## src/rtl/fpu_unpack_pkg.sv

```systemverilog
// Shared constants and the classification type for the operand unpacker.
// Assumes a fixed 8-bit exponent and a 23-bit full mantissa field.
package fpu_unpack_pkg;
    localparam int EXP_W       = 8;
    localparam int FULL_MANT_W = 23;
    localparam int EXT_MANT_W  = FULL_MANT_W + 1;
    localparam int FLAG_W      = 5;

    // Classification flags; is_zero is bit 0, is_sub is bit 4.
    typedef struct packed {
        logic is_sub;
        logic is_qnan;
        logic is_snan;
        logic is_inf;
        logic is_zero;
    } fp_class_t;
endpackage

```

## src/rtl/fpu_unpack_inreg.sv

```systemverilog
// Input register with valid qualifier.
// Captures the data word on an edge where in_valid is high and holds it otherwise.
// q_valid is high for exactly the cycle after a capture.
// Assumes a synchronous active-low reset that clears both data and valid.
module fpu_unpack_inreg #(
    parameter int W = 32
) (
    input  logic         clk,
    input  logic         rst_n,
    input  logic         in_valid,
    input  logic [W-1:0] d,
    output logic [W-1:0] q,
    output logic         q_valid
);
    // Capture or hold the data word.
    always_ff @(posedge clk) begin
        if (!rst_n) begin
            q <= '0;
        end else if (in_valid) begin
            q <= d;
        end
    end

    // One-cycle valid that follows each capture.
    always_ff @(posedge clk) begin
        if (!rst_n) begin
            q_valid <= 1'b0;
        end else begin
            q_valid <= in_valid;
        end
    end
endmodule

```

## src/rtl/fpu_unpack_class.sv

```systemverilog
// Combinational unpacker for one packed operand.
// Widens the mantissa to 23 bits by zero-filling its low end and adds the hidden bit.
// Raises the subnormal exponent to 1 and classifies the operand.
// Assumes the packed layout {sign, 8-bit exponent, MANT_W-bit mantissa}, with 1 <= MANT_W <= 23.
module fpu_unpack_class
    import fpu_unpack_pkg::*;
#(
    parameter int MANT_W = 23,
    localparam int PACK_W = 1 + EXP_W + MANT_W,
    localparam int PAD_W  = FULL_MANT_W - MANT_W
) (
    input  logic [PACK_W-1:0]     op_i,
    output logic                  sign_o,
    output logic [EXT_MANT_W-1:0] mant_o,
    output logic [EXP_W-1:0]      exp_o,
    output fp_class_t             class_o
);
    logic [EXP_W-1:0]       raw_exp;
    logic [MANT_W-1:0]      raw_mant;
    logic [FULL_MANT_W-1:0] padded;
    logic                   exp_zero;
    logic                   exp_ones;
    logic                   mant_nz;

    // Field split of the packed word.
    assign sign_o   = op_i[PACK_W-1];
    assign raw_exp  = op_i[PACK_W-2 -: EXP_W];
    assign raw_mant = op_i[MANT_W-1:0];

    // Pick the widening variant for full or reduced precision.
    generate
        if (PAD_W == 0) begin : g_full
            assign padded = raw_mant;
        end else begin : g_pad
            assign padded = {raw_mant, {PAD_W{1'b0}}};
        end
    endgenerate

    // Exponent and mantissa summary terms.
    always_comb begin
        exp_zero = (raw_exp == '0);
        exp_ones = &raw_exp;
        mant_nz  = |padded;
    end

    // Classification of the operand.
    always_comb begin
        class_o         = '0;
        class_o.is_zero = exp_zero && !mant_nz;
        class_o.is_sub  = exp_zero && mant_nz;
        class_o.is_inf  = exp_ones && !mant_nz;
        class_o.is_qnan = exp_ones && padded[FULL_MANT_W-1];
        class_o.is_snan = exp_ones && !padded[FULL_MANT_W-1] && mant_nz;
    end

    // Hidden bit and exponent adjustment for subnormals.
    always_comb begin
        mant_o = {!exp_zero, padded};
        exp_o  = raw_exp | {{(EXP_W-1){1'b0}}, class_o.is_sub};
    end
endmodule

```

## src/rtl/fp_operand_unpacker.sv

```systemverilog
// Top of the operand unpacker.
// Registers the opcode and two packed operands at the input. The held operands are unpacked
// into sign, 24-bit extended mantissa, extended exponent and class flags.
// Assumes at most one new operation per clock, qualified by in_valid.
module fp_operand_unpacker
    import fpu_unpack_pkg::*;
#(
    parameter int MANT_W = 23,
    parameter int OPC_W  = 4,
    localparam int PACK_W = 1 + EXP_W + MANT_W,
    localparam int NUM_OP = 2,
    localparam int REG_W  = OPC_W + NUM_OP * PACK_W
) (
    input  logic                  clk,
    input  logic                  rst_n,
    input  logic                  in_valid,
    input  logic [OPC_W-1:0]      in_opcode,
    input  logic [PACK_W-1:0]     in_a,
    input  logic [PACK_W-1:0]     in_b,
    output logic                  out_valid,
    output logic [OPC_W-1:0]      out_opcode,
    output logic                  out_a_sign,
    output logic [EXT_MANT_W-1:0] out_a_mant,
    output logic [EXP_W-1:0]      out_a_exp,
    output logic [FLAG_W-1:0]     out_a_flags,
    output logic                  out_b_sign,
    output logic [EXT_MANT_W-1:0] out_b_mant,
    output logic [EXP_W-1:0]      out_b_exp,
    output logic [FLAG_W-1:0]     out_b_flags
);
    logic [REG_W-1:0]      held;
    logic [PACK_W-1:0]     op_q   [NUM_OP];
    logic                  sign_w [NUM_OP];
    logic [EXT_MANT_W-1:0] mant_w [NUM_OP];
    logic [EXP_W-1:0]      exp_w  [NUM_OP];
    fp_class_t             cls_w  [NUM_OP];

    fpu_unpack_inreg #(.W(REG_W)) u_inreg (
        .clk      (clk),
        .rst_n    (rst_n),
        .in_valid (in_valid),
        .d        ({in_opcode, in_a, in_b}),
        .q        (held),
        .q_valid  (out_valid)
    );

    // Split the held word into opcode and operands.
    assign out_opcode = held[REG_W-1 -: OPC_W];
    assign op_q[0]    = held[2*PACK_W-1 -: PACK_W];
    assign op_q[1]    = held[PACK_W-1:0];

    // One unpacker per operand.
    generate
        for (genvar k = 0; k < NUM_OP; k++) begin : g_op
            fpu_unpack_class #(.MANT_W(MANT_W)) u_class (
                .op_i    (op_q[k]),
                .sign_o  (sign_w[k]),
                .mant_o  (mant_w[k]),
                .exp_o   (exp_w[k]),
                .class_o (cls_w[k])
            );
        end
    endgenerate

    // Drive the per-operand output ports.
    always_comb begin
        out_a_sign  = sign_w[0];
        out_a_mant  = mant_w[0];
        out_a_exp   = exp_w[0];
        out_a_flags = cls_w[0];
        out_b_sign  = sign_w[1];
        out_b_mant  = mant_w[1];
        out_b_exp   = exp_w[1];
        out_b_flags = cls_w[1];
    end
endmodule

```

## config.mk

```make
export PLATFORM = sky130hd
export DESIGN_NAME = fp_operand_unpacker
export DESIGN_NICKNAME = d
export VERILOG_FILES = /design/src/rtl/fpu_unpack_pkg.sv /design/src/rtl/fpu_unpack_inreg.sv /design/src/rtl/fpu_unpack_class.sv /design/src/rtl/fp_operand_unpacker.sv
export SDC_FILE = /design/constraint.sdc
export NUM_CORES = 1
export LEC_CHECK = 0
export ABC_AREA = 1
export BUFFER_PORTS_ARGS = -buffer_cell sky130_fd_sc_hd__buf_2
export CAP_MARGIN = 20
export CORE_UTILIZATION = 30
export DETAILED_ROUTE_END_ITERATION = 8
export RECOVER_POWER = 100
export SYNTH_ARGS = -nofsm -noshare
export SYNTH_HDL_FRONTEND = slang
export SYNTH_SLANG_ARGS = --single-unit
```

## constraint.sdc

```tcl
create_clock -name clk -period 0.9 [get_ports clk]
set_input_delay 0.18 -clock clk [delete_from_list [all_inputs] [get_ports clk]]
set_output_delay 0.18 -clock clk [all_outputs]
set_load 0.01 [all_outputs]
```

==> results.cfg, run 1 <==
[outcome]
status = finished with violations
violations = setup timing

[drt]
first_iter_violations = 179
vias_per_cell = 4.453
drtPass1Iterations = 5
wl_per_cell_um = 12.80
wl_mm = 9.329
drc = 0
dr_total_vias = 3246
postRouteAntennaNets = 0

[logic_synthesis]
syn-instance-count = 439
synth_seq_area_share_pct = 42.99
synthDistinctLibCells = 15
avgSynthCellArea_um2 = 7.319
ys_seq_elements = 69
ys_top_cells_by_area = dfxtp_1 43%, nor2_1 18%, buf_4 15%
synth_common_cells = 152 x nor2_1, 69 x dfxtp_1, 65 x buf_4
async_reset_ff_share_pct = 0
synth_area_um2 = 3213
synth_flop_cell = dfxtp_1
syn_nets = 510
synth_edf_count = 0
synth_top_area_share_pct = 42.99
synth_most_common_cell = nor2_1
synth_warnings = 0
post-synth-top-area-cell = dfxtp_1

[clocking]
clkTransAtPathRegs_ns = 0.07
ctsHoldBuffers = 0
clockRootBuffer = clkbuf_8
insertion_delay_ns = 0.34
cts-htree-levels = 3
cts_buffers = 9
clk_path_buf_depth = 2
cts_tree = done
clkSinkCount = 69

[hold_path]
min_path_type = primary input to register
holdPathEnd = u_inreg.q[59]$_SDFFE_PN0P_
holdCritStartpoint = in_a[27]
min_delay_path_depth = 3

[place]
dp_cells = 705
dp_hpwl_mm = 6.327
gp_congestion = 0.8134
placed_cell_area_um2 = 4071
io_buffers = 151

[timing]
slew_viol_final = 0
finalCritPeriodShare_pct = 181.6
fmax_mhz = 612.0
fin_crit_ns = 1.634
setup_slack_ns = -0.7340
final_hold_viol_count = 0
setup_viol = 81
final.setup_skew_ns = 0
tightestPinTransition_ns = 0.4919
rsz0062_at_grt = yes
relSlewSlack_pct = 67.21

[global_routing]
grt_overflow = 0
grt_pass1_wl_mm = 14.35
grt_max_degree = 39
grt_usage_pct = 16.31
antenna_found_initial = 0
grt_pass1_vias = 3108

[run]
drv_cap = 0

[worst_setup_path]
endpoint_kind = output pin
cp-start-kind = register
regToRegStartpoint = u_inreg.q[24]$_SDFFE_PN0P_
timing.rr.end = u_inreg.q[24]$_SDFFE_PN0P_
critPathRequiredTime_ns = 0.72
crit_arrival_ns = 1.45
cp_max_fo = 3
reg2reg_setup_slack_ns = 0.06
worstSetupPathType = register to output pin
reg2reg_depth = 4

[die]
core-area_um2 = 10370
die_x_um = 105.5
ios = 152
dieArea_um2 = 11130
start_util_pct = 30.98
chipHeight_um = 105.5
row_count = 37

[finish]
finish.utilization_pct = 50.10
antenna_cells = 0
nets = 660
areaGrowthSynthToFinish_pct = 61.68
fin_area_um2 = 5195
fill_cells = 1011
fin_cells = 729
drive_gt1_share_pct = 59.70

[power_and_ir_drop]
max-vdd-ir-drop_mv = 0.6629
powerDensity_nw_per_um2 = 1488
p_leak_nw = 2.451
==> area by class of cell <==
cell class | instances | area [um2] | area share, %
Inverter | 21 | 86.33 | 1.662
Tap cell | 136 | 170.2 | 3.276
Timing Repair Buffer | 220 | 1983 | 38.17
Clock inverter | 1 | 5.005 | 0.09634
Clock buffer | 14 | 172.7 | 3.324
Multi-Input combinational cell | 268 | 1309 | 25.19
Sequential cell | 69 | 1469 | 28.28
==> report_power, final <==
| group | internal (mW) | leakage [nW] | switching, mW |
|---|---|---|---|
| Combinational | 1.08 | 1.77 | 0.861 |
| Clock | 1.21 | 0.0926 | 1.10 |
| Sequential | 3.31 | 0.594 | 0.170 |
| Total | 5.60 | 2.45 | 2.13 |
==> sequential cells by signal, summed over array words and instances (netlist names) <==
signal           count
u_inreg.q_valid      1
u_inreg.q           68
==> critical path: stages, from the launching register on <==
cell and delay (ns):
dfxtp_4 0.37, nand2_2 0.06, nor3_2 0.20, nand2_1 0.13
nor2_1 0.14, nand2_2 0.06, inv_2 0.06, buf_6 0.10
==> metrics by stage <==
stage | power [mW] | hold slack, ns | setup TNS [ns] | setup slack [ns]
6_report | 7.732 | 0.06357 | -18.28 | -0.7340
4_1_cts | 7.723 | 0.04831 | -19.33 | -0.7094
2_1_floorplan | 4.341 | 0.3149 | -1.254 | -0.1212
5_1_grt | 8.169 | 0.04664 | -22.51 | -0.8472
3_3_place_gp | 4.829 | 0.4022 | -4.759 | -0.3934
3_5_place_dp | 4.862 | 0.4096 | -5.690 | -0.4089
==> placed cells by master (no fill, tap or decap), types with 2 or more instances in the layout <==
cell type    n
a21oi_1     13
buf_12       5
buf_2       80
buf_4        9
buf_6      124
clkbuf_1     3
clkbuf_8    12
dfxtp_2     67
inv_1       12
inv_2        8
nand2_1     17
nand2_2      8
nand3_2      4
nand3_4      2
nor2_1     126
nor2_2      19
nor2_4       7
nor3_2       4
o21ai_0     41
o21ai_1     26
==> metal layers <==
| metal | track usage (%) | up-vias | part of all wire, % |
|---|---|---|---|
| met3 | 4.082 | 13 | 5.2 |
| met1 | 19.77 | 1496 | 43 |
| met2 | 27.58 | 114 | 50 |
| met4 | 6.548 | 0 | 1.7 |
| li1 | - | 1623 | - |
| met5 | 0 | - | 0 |
==> what timing repair did <==
action                     4_1_cts  5_1_grt
setup endpoints to repair       81       81
pin swaps                       31       25
setup buffers                    6       16
gates resized for setup        214       43
==> cell families (layout without fill, tap and decap cells) <==
logic type             Yosys count  count (layout)  share of synthesized area [%]
DFF                             69              69                          42.99
buffers and inverters          102             256                          22.16
and+or+nand+nor                187             187                          22.24
AOI/OAI and AO/OA               81              81                          12.62
==> how the worst max path moves through the flow <==
| stage | startpoint | to | cells after the start |
|---|---|---|---|
| CTS | u_inreg.q[19]$_SDFFE_PN0P_ | out_b_exp[0] | 7 |
| detailed placement | u_inreg.q[20]$_SDFFE_PN0P_ | out_b_exp[0] | 7 |
| global placement | u_inreg.q[45]$_SDFFE_PN0P_ | out_a_exp[0] | 7 |
| global route | u_inreg.q[56]$_SDFFE_PN0P_ | out_a_flags[2] | 7 |
| finish | u_inreg.q[56]$_SDFFE_PN0P_ | out_a_flags[2] | 7 |
| floorplan | u_inreg.q[49]$_SDFFE_PN0P_ | out_a_exp[0] | 6 |
(Power assumes the default switching activity.)
==> run 2, diff against run 1 <==
Settings changed: CORE_UTILIZATION 30 to 42, PLACE_DENSITY from default to 0.76.
==> run 2 against run 1 <==
The flow still finishes with violations (setup timing). Sequential power hardly changed. Fmax is 0.29% higher. First-iteration DRC count is 32% lower. Die area is 28% lower. Total power is 1.2% lower. Sequential share of layout area is 0.17 points higher. Clock skew stayed put. Critical path type unchanged. Critical endpoint is now out_a_exp[0]. Largest cell class unchanged.
==> results.cfg, run 2 (synthesis results as in run 1) <==
[timing]
final_hold_viol_count = 0
setup_tns_ns = -23.72
finalCritPeriodShare_pct = 181.0
slew_viol_final = 0
relSlewSlack_pct = 70.62
whs_ns = 0.07159
fmax_mhz = 613.8
setup_viol = 137
setup_slack_ns = -0.7293
final.setup_skew_ns = 0
fin_crit_ns = 1.629
tightestPinTransition_ns = 0.4402
rsz0062_at_grt = yes

[finish]
fill_cells = 577
largest-register = u_inreg.q
seq_area_um2 = 1459
layout_common_cells = 128 x nor2_1, 123 x buf_6, 78 x buf_2, 59 x dfxtp_2, 41 x o21ai_0
nets = 665
final_common_cell = nor2_1
areaGrowthSynthToFinish_pct = 59.62
antenna_cells = 0
multi_input_area_um2 = 1276
reg_top3 = u_inreg.q x68, u_inreg.q_valid x1
finish.utilization_pct = 69.96
largest_reg_flops = 68
drive_gt1_share_pct = 59.30

[hold_path]
min_delay_path_depth = 3
min_path_type = primary input to register

[global_routing]
grt_usage_pct = 22.72
antenna_found_initial = 0
grt_overflow = 0
grt_util_met1_pct = 24.63
top_usage_layer = met2
grt_pass1_vias = 3155
grt_pass1_wl_mm = 13.82
grt_max_degree = 31
grt_use_met2_pct = 41.85
grtUsageMet3_pct = 4.801

[worst_setup_path]
reg2reg_depth = 5
cp-start-kind = register
cp_cell_sequence = nor2_2, nand2_1, nor2_2, nand3_2, nand2_2, nand2_1, buf_2
cp_max_fo = 4
cpPeakStageDelay_ns = 0.34
cp.depth = 7
endpoint_kind = output pin
critPathRequiredTime_ns = 0.72
cpMaxStageDelayCell = dfxtp_2
crit_family = simple AND/OR/NAND/NOR gates
timing.critical_path.buf_inv = 1
crit_arrival_ns = 1.45
worstSetupPathType = register to output pin

[clocking]
ctsHoldBuffers = 0
clk_path_buf_depth = 2
insertion_delay_ns = 0.32
cts_tree = done
clkSinkCount = 69
clkTransAtPathRegs_ns = 0.07
clockRootBuffer = clkbuf_8
cts_buffers = 9
cts-htree-levels = 3

[die]
core-area_um2 = 7331
die_x_um = 89.47
dieArea_um2 = 8004
row_count = 31
chipHeight_um = 89.47
ios = 152
start_util_pct = 43.83

[outcome]
status = finished with violations
violations = setup timing

[drt]
drtPass1Iterations = 4
dr_total_vias = 3301
drc = 0
first_iter_violations = 122
vias_per_cell = 4.743
wl_mm = 9.549
wl_per_cell_um = 13.72
postRouteAntennaNets = 0

[power_and_ir_drop]
power_mw = 7.643
powerDensity_nw_per_um2 = 1490
max-vdd-ir-drop_mv = 0.9768
p_leak_nw = 2.476

[run]
drv_cap = 0

[place]
io_buffers = 151
dp_hpwl_mm = 5.875
dp_slack_ns = -0.3610
gp_congestion = 0.7994
==> run 2: changes by cell type in the layout (fill, tap and decap cells not counted), moves of 3 or more <==
cell,before,now
dfxtp_1,1,9
dfxtp_2,67,59
buf_4,9,15
inv_1,12,7
inv_2,8,13
nand2_1,17,13
nand2_2,8,12
nand3_1,0,4
nor2_4,7,4
==> run 2: worst paths after layout <==
kind	startpoint	to	slack, ns
max	u_inreg.q[32]$_SDFFE_PN0P_	out_a_exp[0]	-0.73
min	in_a[14]	u_inreg.q[46]$_SDFFE_PN0P_	0.07
max reg2reg	u_inreg.q[18]$_SDFFE_PN0P_	u_inreg.q[18]$_SDFFE_PN0P_	-0.04
min reg2reg	u_inreg.q[40]$_SDFFE_PN0P_	u_inreg.q[40]$_SDFFE_PN0P_	0.50
==> run 2: power breakdown <==
part           switching [mW]  leakage (nW)  internal, mW
combinational           0.846          1.80          1.09
clock                    1.10        0.0881          1.11
sequential              0.185         0.591          3.31
==> run 2: layout make-up <==
cell class / instances / area share, %
clock inverter: 2 / 0.1952
multi-input combinational: 268 / 24.88
clock buffer: 12 / 3.025
timing repair buffer: 225 / 39.47
inverter: 21 / 1.561
tap: 99 / 2.415
sequential: 69 / 28.45
==> run 2: tightest hold or removal path: stages <==
cell,delay (ns)
buf_2,0.07
nor2_1,0.03
nor2_1,0.08
==> run 2: metal layers <==
layer,vias to the layer above,routed length [um]
met1,1517,3709
met3,28,512
li1,1632,-
met5,-,0
met2,124,5007
met4,0,319
==> run 2: metrics by stage <==
stage,area (um2),instances
2_1_floorplan,3233,439
3_3_place_gp,3998,666
3_5_place_dp,3998,666
4_1_cts,4870,683
5_1_grt,5129,696
6_report,5129,696
==> run 2: repair_timing <==
item,4_1_cts,5_1_grt
endpoints found under the hold margin,0,0
resized for setup,196,71
setup buffers,7,27
setup endpoints to repair,81,81
pin swaps,15,28
